[config.mk]
export PLATFORM = sky130hd
export DESIGN_NAME = burst_line_router
export DESIGN_NICKNAME = d
export VERILOG_FILES = /design/src/rtl/brc_pkg.sv /design/src/rtl/brc_beat_seq.sv /design/src/rtl/brc_scatter.sv /design/src/rtl/brc_gather.sv /design/src/rtl/burst_line_router.sv
export SDC_FILE = /design/constraint.sdc
export NUM_CORES = 2
export LEC_CHECK = 0
export ABC_AREA = 0
export BUFFER_PORTS_ARGS = -buffer_cell sky130_fd_sc_hd__buf_2
export CAP_MARGIN = 10
export CORE_AREA = 2 2 643 645
export DETAILED_ROUTE_END_ITERATION = 7
export DIE_AREA = 0 0 645 647
export SLEW_MARGIN = 40
export SYNTH_ARGS = -nofsm -noshare
export SYNTH_HDL_FRONTEND = slang
export SYNTH_SLANG_ARGS = --single-unit
[constraint.sdc]
create_clock -name clk -period 27.6 [get_ports clk]
set_input_delay 5.52 -clock clk [delete_from_list [all_inputs] [get_ports clk]]
set_output_delay 5.52 -clock clk [all_outputs]
set_load 0.02 [all_outputs]
[src/rtl/brc_pkg.sv]
// Shared constants, traversal type and the word/RAM mapping helpers used
// by both the scatter and the gather path. Assumes an 8-word burst
// interleaved as 2 range lines x 4 azimuth lines, and four cache RAMs.
package brc_pkg;

    localparam int BURST_WORDS = 8;
    localparam int NUM_BANKS   = 4;
    localparam int BEAT_W      = 2;
    localparam int WSEL_W      = $clog2(BURST_WORDS);

    typedef enum logic {
        WALK_RANGE = 1'b0,
        WALK_AZIM  = 1'b1
    } walk_e;

    // True when a RAM takes part in a beat of the given traversal.
    function automatic logic bank_used(walk_e dir, logic pair, logic [1:0] bank);
        return (dir == WALK_AZIM) || (bank[1] == pair);
    endfunction

    // Burst word that belongs to a RAM in a given beat.
    // Range:   word = 2*beat + (bank mod 2); azimuth: word = 2*bank + beat.
    function automatic logic [WSEL_W-1:0] word_sel(walk_e dir, logic [1:0] bank,
                                                   logic [BEAT_W-1:0] beat);
        if (dir == WALK_AZIM) return {bank, beat[0]};
        return {beat, bank[0]};
    endfunction

    // Index of the final beat: 4 beats in range mode, 2 in azimuth mode.
    function automatic logic [BEAT_W-1:0] last_beat(walk_e dir);
        return (dir == WALK_AZIM) ? 2'd1 : 2'd3;
    endfunction

endpackage

[src/rtl/brc_beat_seq.sv]
// Beat sequencer: after a start pulse it stays busy and counts beats
// until the final beat of the latched traversal. Assumes start is only
// raised while not busy and that dir is stable while busy.
module brc_beat_seq
    import brc_pkg::*;
(
    input  logic              clk,
    input  logic              rst_n,
    input  logic              start,
    input  walk_e             dir,
    output logic              busy,
    output logic [BEAT_W-1:0] beat,
    output logic              last
);

    assign last = busy && (beat == last_beat(dir));

    // Beat counter and busy flag.
    always_ff @(posedge clk) begin
        if (!rst_n) begin
            busy <= 1'b0;
            beat <= '0;
        end else if (start) begin
            busy <= 1'b1;
            beat <= '0;
        end else if (busy) begin
            beat <= beat + 2'd1;
            if (last) busy <= 1'b0;
        end
    end

endmodule

[src/rtl/brc_scatter.sv]
// Scatter path: latches one 8-word burst and writes its words into the
// four line-cache RAMs over 4 (range) or 2 (azimuth) beats, one word per
// active RAM per beat. Assumes the RAMs accept a write every cycle.
module brc_scatter
    import brc_pkg::*;
#(
    parameter int WORD_W = 64,
    parameter int ADDR_W = 10
) (
    input  logic                          clk,
    input  logic                          rst_n,
    input  logic                          in_valid,
    input  logic [BURST_WORDS*WORD_W-1:0] in_words,
    input  walk_e                         in_dir,
    input  logic                          in_pair,
    input  logic [ADDR_W-1:0]             in_idx,
    output logic                          in_ready,
    output logic [NUM_BANKS-1:0]          wr_en,
    output logic [NUM_BANKS*ADDR_W-1:0]   wr_addr,
    output logic [NUM_BANKS*WORD_W-1:0]   wr_data
);

    logic              accept;
    logic              busy;
    logic              last;
    logic [BEAT_W-1:0] beat;
    walk_e             dir_q;
    logic              pair_q;
    logic [ADDR_W-1:0] base_q;
    logic [WORD_W-1:0] burst_q [BURST_WORDS];

    assign in_ready = !busy;
    assign accept   = in_valid && in_ready;

    // Traversal settings and line base address, captured on acceptance.
    always_ff @(posedge clk) begin
        if (!rst_n) begin
            dir_q  <= WALK_RANGE;
            pair_q <= 1'b0;
            base_q <= '0;
        end else if (accept) begin
            dir_q  <= in_dir;
            pair_q <= in_pair;
            base_q <= (in_dir == WALK_AZIM) ? (in_idx << 1) : (in_idx << 2);
        end
    end

    // Burst word store; data only, so no reset is needed.
    always_ff @(posedge clk) begin
        if (accept) begin
            for (int i = 0; i < BURST_WORDS; i++) begin
                burst_q[i] <= in_words[i*WORD_W +: WORD_W];
            end
        end
    end

    brc_beat_seq u_seq (
        .clk   (clk),
        .rst_n (rst_n),
        .start (accept),
        .dir   (dir_q),
        .busy  (busy),
        .beat  (beat),
        .last  (last)
    );

    for (genvar b = 0; b < NUM_BANKS; b++) begin : g_bank
        assign wr_en[b]                     = busy && bank_used(dir_q, pair_q, 2'(b));
        assign wr_addr[b*ADDR_W +: ADDR_W]  = base_q + ADDR_W'(beat);
        assign wr_data[b*WORD_W +: WORD_W]  = burst_q[word_sel(dir_q, 2'(b), beat)];
    end

endmodule

[src/rtl/brc_gather.sv]
// Gather path: reads the four line-cache RAMs with the same beat pattern
// as the scatter path and rebuilds one 8-word burst. Assumes the RAMs
// return read data exactly one cycle after the read enable.
module brc_gather
    import brc_pkg::*;
#(
    parameter int WORD_W = 64,
    parameter int ADDR_W = 10
) (
    input  logic                          clk,
    input  logic                          rst_n,
    input  logic                          start,
    input  walk_e                         st_dir,
    input  logic                          st_pair,
    input  logic [ADDR_W-1:0]             st_idx,
    output logic                          ready,
    output logic [NUM_BANKS-1:0]          rd_en,
    output logic [NUM_BANKS*ADDR_W-1:0]   rd_addr,
    input  logic [NUM_BANKS*WORD_W-1:0]   rd_data,
    output logic                          out_valid,
    output logic [BURST_WORDS*WORD_W-1:0] out_words
);

    logic              accept;
    logic              busy;
    logic              last;
    logic [BEAT_W-1:0] beat;
    walk_e             dir_q;
    logic              pair_q;
    logic [ADDR_W-1:0] base_q;
    logic              cap_valid_q;
    logic              cap_last_q;
    logic [BEAT_W-1:0] cap_beat_q;
    logic              out_valid_q;
    logic [WORD_W-1:0] words_q [BURST_WORDS];

    assign ready  = !busy;
    assign accept = start && ready;

    // Traversal settings and line base address, captured on acceptance.
    always_ff @(posedge clk) begin
        if (!rst_n) begin
            dir_q  <= WALK_RANGE;
            pair_q <= 1'b0;
            base_q <= '0;
        end else if (accept) begin
            dir_q  <= st_dir;
            pair_q <= st_pair;
            base_q <= (st_dir == WALK_AZIM) ? (st_idx << 1) : (st_idx << 2);
        end
    end

    brc_beat_seq u_seq (
        .clk   (clk),
        .rst_n (rst_n),
        .start (accept),
        .dir   (dir_q),
        .busy  (busy),
        .beat  (beat),
        .last  (last)
    );

    for (genvar b = 0; b < NUM_BANKS; b++) begin : g_bank
        assign rd_en[b]                    = busy && bank_used(dir_q, pair_q, 2'(b));
        assign rd_addr[b*ADDR_W +: ADDR_W] = base_q + ADDR_W'(beat);
    end

    // Delay the beat tag by the RAM read latency and flag the burst end.
    always_ff @(posedge clk) begin
        if (!rst_n) begin
            cap_valid_q <= 1'b0;
            cap_last_q  <= 1'b0;
            cap_beat_q  <= '0;
            out_valid_q <= 1'b0;
        end else begin
            cap_valid_q <= busy;
            cap_last_q  <= last;
            cap_beat_q  <= beat;
            out_valid_q <= cap_valid_q && cap_last_q;
        end
    end

    // Place returned words at their burst positions (inverse mapping).
    always_ff @(posedge clk) begin
        if (cap_valid_q) begin
            for (int b = 0; b < NUM_BANKS; b++) begin
                if (bank_used(dir_q, pair_q, 2'(b))) begin
                    words_q[word_sel(dir_q, 2'(b), cap_beat_q)] <= rd_data[b*WORD_W +: WORD_W];
                end
            end
        end
    end

    assign out_valid = out_valid_q;

    for (genvar w = 0; w < BURST_WORDS; w++) begin : g_word
        assign out_words[w*WORD_W +: WORD_W] = words_q[w];
    end

endmodule

[src/rtl/burst_line_router.sv]
// Top: routes interleaved memory bursts into four line-cache RAMs and
// rebuilds bursts from them for write-back. The two paths are independent.
// Assumes RAM read latency of one cycle; RAMs sit outside this block.
module burst_line_router
    import brc_pkg::*;
#(
    parameter int WORD_W = 64,
    parameter int ADDR_W = 10
) (
    input  logic                          clk,
    input  logic                          rst_n,
    input  logic                          burst_valid,
    input  logic [BURST_WORDS*WORD_W-1:0] burst_data,
    input  logic                          scat_dir,
    input  logic                          scat_pair,
    input  logic [ADDR_W-1:0]             scat_idx,
    output logic                          scat_ready,
    output logic [NUM_BANKS-1:0]          wr_en,
    output logic [NUM_BANKS*ADDR_W-1:0]   wr_addr,
    output logic [NUM_BANKS*WORD_W-1:0]   wr_data,
    input  logic                          gth_start,
    input  logic                          gth_dir,
    input  logic                          gth_pair,
    input  logic [ADDR_W-1:0]             gth_idx,
    output logic                          gth_ready,
    output logic [NUM_BANKS-1:0]          rd_en,
    output logic [NUM_BANKS*ADDR_W-1:0]   rd_addr,
    input  logic [NUM_BANKS*WORD_W-1:0]   rd_data,
    output logic                          gth_valid,
    output logic [BURST_WORDS*WORD_W-1:0] gth_data
);

    brc_scatter #(.WORD_W(WORD_W), .ADDR_W(ADDR_W)) u_scatter (
        .clk      (clk),
        .rst_n    (rst_n),
        .in_valid (burst_valid),
        .in_words (burst_data),
        .in_dir   (walk_e'(scat_dir)),
        .in_pair  (scat_pair),
        .in_idx   (scat_idx),
        .in_ready (scat_ready),
        .wr_en    (wr_en),
        .wr_addr  (wr_addr),
        .wr_data  (wr_data)
    );

    brc_gather #(.WORD_W(WORD_W), .ADDR_W(ADDR_W)) u_gather (
        .clk       (clk),
        .rst_n     (rst_n),
        .start     (gth_start),
        .st_dir    (walk_e'(gth_dir)),
        .st_pair   (gth_pair),
        .st_idx    (gth_idx),
        .ready     (gth_ready),
        .rd_en     (rd_en),
        .rd_addr   (rd_addr),
        .rd_data   (rd_data),
        .out_valid (gth_valid),
        .out_words (gth_data)
    );

endmodule

== Yosys cells after proc, flatten, opt, wreduce, memory -nomap -nowiden ==
Memories as Yosys holds them, arrays and structs flattened.
Cells that the tools add are included.

* Memories: 2
* Input bits: 796
* Flip-flop bits (word level): 35
* Memory bits (writable): 1024

{| class="wikitable"
|+ Memories
! name !! depth !! bits a word !! read ports !! clocked after memory_dff !! wr ports !! line !! source
|-
| u_gather.words_q || 8 || 64 || 8 || 0 || 4 || brc_gather.sv:35 || <nowiki>logic [WORD_W-1:0] words_q [BURST_WORDS];</nowiki>
|-
| u_scatter.burst_q || 8 || 64 || 4 || 0 || 8 || brc_scatter.sv:30 || <nowiki>logic [WORD_W-1:0] burst_q [BURST_WORDS];</nowiki>
|}

* Multiplexer cells: 48
* Reduce and logical (&&, ||, !) cells: 17
* Add/sub/neg operators: 4
* Eq/ne operators: 2
* Bitwise logic cells: 3

{| class="wikitable"
|+ Operators by type and width
! cell !! number
|-
| 3-bit two-way mux || 24
|-
| 10-bit by 2-bit adder with 10-bit output || 2
|-
| 1-bit two-way mux || 20
|-
| 10-bit two-way mux || 2
|-
| 1-bit logical AND || 9
|-
| 2-bit by 1-bit adder with 2-bit output, second input constant || 2
|-
| 2-bit equality test || 2
|-
| 1-bit logical OR || 4
|-
| 2-bit two-way mux || 2
|-
| 2-bit OR reduction || 2
|-
| 1-bit NOT || 3
|-
| 1-bit logical NOT || 2
|}

== Logic depth before layout (Yosys ltp) ==
* Depth in word-level cells: 7
* Gate-level depth with buffers: 9
* Gate-level depth less buffers: 4

== Cells and area by module ==
Synthesis repeated with hierarchy kept, for this count alone.

* Cells, all modules: 4268
* Area total of the unflattened synthesis: 52357.7 um^2

{| class="wikitable"
|+ Modules (own cells, without submodules)
! module !! cells each !! instances !! area an instance (um^2) !! sequential area each (um^2)
|-
| brc_gather || 2169 || 1 || 26688.1 || 15695.1
|-
| brc_scatter || 2071 || 1 || 25406.9 || 15595.0
|-
| brc_beat_seq || 14 || 2 || 131.4 || 60.1
|}

== Least setup slack after synthesis ==
No wires, ideal clock.

* Path kind: in2reg
* From: input burst_valid
* To: memory u_scatter.burst_q[0][0] (enable)
* Buffers on the path: 1
* Arrival: 19736 ps
* Stages: 2
* Path slack: 6787 ps
* Path through: nor2b_1 clkbuf_1

{| class="wikitable"
|+ RTL lines
! element !! line !! source
|-
| start: declaration || burst_line_router.sv:12 || <nowiki>input logic burst_valid,</nowiki>
|-
| end: declaration || brc_scatter.sv:30 ||
|}

== Worst setup path after layout ==
* From: register u_scatter.dir_q
* To: output wr_data[167]

* Longest elaborated chain between the ends: 3

{| class="wikitable"
|+ Ends and longest elaborated chain
! element !! line !! source
|-
| start: declaration || brc_scatter.sv:27 || <nowiki>walk_e dir_q;</nowiki>
|-
| start signal: assignment || brc_scatter.sv:42 || <nowiki>dir_q <= in_dir;</nowiki>
|-
| 1-bit two-way mux || brc_pkg.sv:25 || <nowiki>if (dir == WALK_AZIM) return {bank, beat[0]};</nowiki>
|-
| 3-bit two-way mux || brc_pkg.sv:26 || <nowiki>return {beat, bank[0]};</nowiki>
|-
| memory read 8 x 64 bit || - ||
|-
| end: declaration || burst_line_router.sv:20 || <nowiki>output logic [NUM_BANKS*WORD_W-1:0] wr_data,</nowiki>
|}

Every way passes these cells.

==> run metrics <==
die area=approximately 420,000 µm²; met2 Usage GRT=about a quarter; initial core utilization=12.5%; register area share after synthesis=61.2%; placed wire-length estimate=about 250 mm; RSZ-0062 raised after global routing=false; WHS=between 0.4 and 0.5 ns; status=completed; #FFs+latches synth=around 1,100; Setup violations, final=0; share of the synthesized area in the top cell type=59.9%; Sum Neg Setup Slack=0 ns; height of the die=roughly 650 µm; postcts setup bufs=0; clock root cell=clkbuf_16; share of cells above drive strength 1=37.2%; clk sinks=~1,100; PostCTS Resize Cnt=0; core area=slightly above 400,000 µm²; clock skew=between 0.04 and 0.05 ns; clk_lat worst skew=roughly 0.85 ns; syn nets=4,883; CP Class=reg -> out; Post-synth top flop=edfxtp_1; area growth from synthesis to layout=37.1%; placed cell areas=between 60,000 and 70,000 µm²; I/O Buffers=roughly 1,700; maximum fanout along the worst path=56; Syn Inst Count=approximately 4,000; synth warn=0; CP required=roughly 22 ns; area of the multi-input gates=around 18,000 µm²; Congestion Overflow GR=0; Net Switching=~1300 µW; leading area contributor after synthesis=edfxtp_1; fin area=70,400 µm²; fin crit share=around 43%; fill cell count=between 40,000 and 50,000; VDD IR max=0.0534 mV; Cell Count, Final, Fillers Out=about 11,000; first-pass GRT wire length=between 300 and 400 mm; Register Area=about 31,000 µm²; hold path depth=1; Slew @ Worst Pin=~0.94 ns; fin nets=6,408; vias per inst=roughly 3.7; number of distinct library cells after synthesis=47; CTS tree=done; Final min period=approximately 12 ns; # rows=approximately 240; fin util=17.1%; Reg2Reg Depth=7; top achievable clock speed=about 0.085 GHz; clock slew at reported path FFs=~0.060 ns; vias=approximately 42,000; DRT iter0 DRCs=roughly 4,200; TritonCTS buffer count=about 140; largest net degree at the start of global routing=159; Cell Area, Synth=about 50,000 µm²; clock share of power=around two fifths; final hold violation count=0; syn avg cell area=roughly 13 µm²; gr busiest metal=met2; count leader, synth=edfxtp_1; Leak Pwr=around 0.027 µW; CTS Buffer Depth=4; switching share of power=30.1%; PD cells=approximately 63 nW/µm²; max_cap viols=0; Final Wtd Congestion=0.974; share of synthesized registers carrying an async set or reset=0%; Max Slew Vio Count=0; synth cell count leaders=1,024 x edfxtp_1, 850 x mux2i_1, 407 x nand2_1; top cells by area, synth=edfxtp_1 60%, mux2i_1 17%, a21oi_1 3.2%, o21ai_0 3.1%, nand2_1 3.0%; initial antenna violation count=between 100 and 150; hold buffers post-CTS=0; relative slew slack=a little under two fifths; DRC violations left=0; number of synthesized flops with an enable pin=around 1,000; combinational share of power=between 10% and 20%; CP Data Arrival Time=6.22 ns; chip width=roughly 650 µm; P_int=just over 3000 µW; CP endpoint kind=primary output; Worst Setup Start Kind=flop; met1 track demand over resource=around 15%; drt pass-1 iters=6; GRT Overall Usage=about 14%; Routed WL=between 300 and 400 mm; met3 usage=about 4.4%; type of the most critical hold path=reg -> reg; antenna-violating nets left=0; Reg power frac=42.2%; placed cells=~11,000; H-tree depth=4; I/O pin total=around 1,700; vias in the first global route=38,700; routed length per instance=27.8 µm
-- cell usage in the layout (no fill, tap or decap), types with 24 or more instances in the layout --
cell type / count
edfxtp_1: 1024
clkbuf_16: 139
nor2_1: 392
mux2_2: 68
diode_2: 59
a21oi_1: 315
o21ai_1: 26
nand2_1: 406
buf_2: 1652
a31oi_1: 65
dfxtp_1: 26
o21ai_0: 301
clkbuf_1: 24
buf_4: 72
mux2_4: 60
mux2i_1: 848
and3_1: 69
-- flip-flops by register name, summed over array words and instances, names as in the netlist --
register              count
u_scatter.burst_q       512
u_gather.pair_q           1
u_gather.u_seq.busy       1
u_scatter.pair_q          1
u_gather.cap_valid_q      1
u_gather.cap_beat_q       2
u_scatter.u_seq.busy      1
u_scatter.dir_q           1
u_gather.cap_last_q       1
u_gather.u_seq.beat       2
u_scatter.u_seq.beat      2
u_gather.words_q        512
u_gather.dir_q            1
u_gather.base_q           9
u_scatter.base_q          9
u_gather.out_valid        1
-- logic make-up (layout without fill, tap and decap cells) --
logic type	Yosys count	count (layout)	share of synthesized area, %
mux	978	978	19.8
simple gates	921	921	7.38
compound gates	739	739	7.52
flops	1057	1057	61.2
fa+ha+maj	6	6	0.146
buf+inv	364	1987	3.66
xor+xnor	16	16	0.273
other cells	0	59	0
-- path summary, 6_finish.rpt --
kind                            slack (ns)                 start                  endpoint
worst max-delay path                 15.86       u_scatter.dir_q              wr_data[167]
worst min-delay path                  0.48    u_gather.base_q[1]        u_gather.base_q[1]
worst max register to register       22.84  u_scatter.u_seq.busy  u_scatter.burst_q[7][41]
worst min register to register        0.48    u_gather.base_q[1]        u_gather.base_q[1]
-- stage by stage --
| stage | worst slack (ns) | total power [µW] |
|---|---|---|
| finish | 15.86 | 4460 |
| global route | 15.52 | 4620 |
| CTS | 15.73 | 4530 |
| detailed placement | 16.69 | 2630 |
| global placement | 16.50 | 2620 |
| floorplan | 6.79 | 2270 |
-- per-layer routing --
metal | up-vias | share of wire (%)
li1 | 18200 | -
met2 | 2494 | 50
met4 | 56 | 6.2
met1 | 20400 | 35
met3 | 579 | 8.9
met5 | - | 0.16
-- critical path, stage by stage (launching register included) --
cell and delay (ns):
dfxtp_4 0.67, buf_4 0.72, buf_6 0.63, buf_4 0.53, buf_4 0.68, buf_4 0.68
mux2i_1 0.30, nand2_1 0.15, o21ai_0 0.35, mux2i_1 0.18, buf_2 0.24
-- power by group through the flow --
stage	logic (µW)	registers, µW	clock network, µW
2_1_floorplan	326	1940	0
3_3_place_gp	707	1910	0
3_5_place_dp	715	1910	0
4_1_cts	717	1880	1940
5_1_grt	748	1890	1980
6_report	704	1880	1870
-- final cells by class --
type | instances | share of cell area, %
well taps | 5474 | 9.73
clock inverters | 72 | 1.26
diodes | 59 | 0.210
repair buffers | 1745 | 13.1
multi-input cells | 2660 | 25.9
flip-flops and latches | 1057 | 44.7
inverters | 4 | 0.0213
clock buffers | 166 | 5.13
Note: power is estimated with default switching activity, not from simulation.
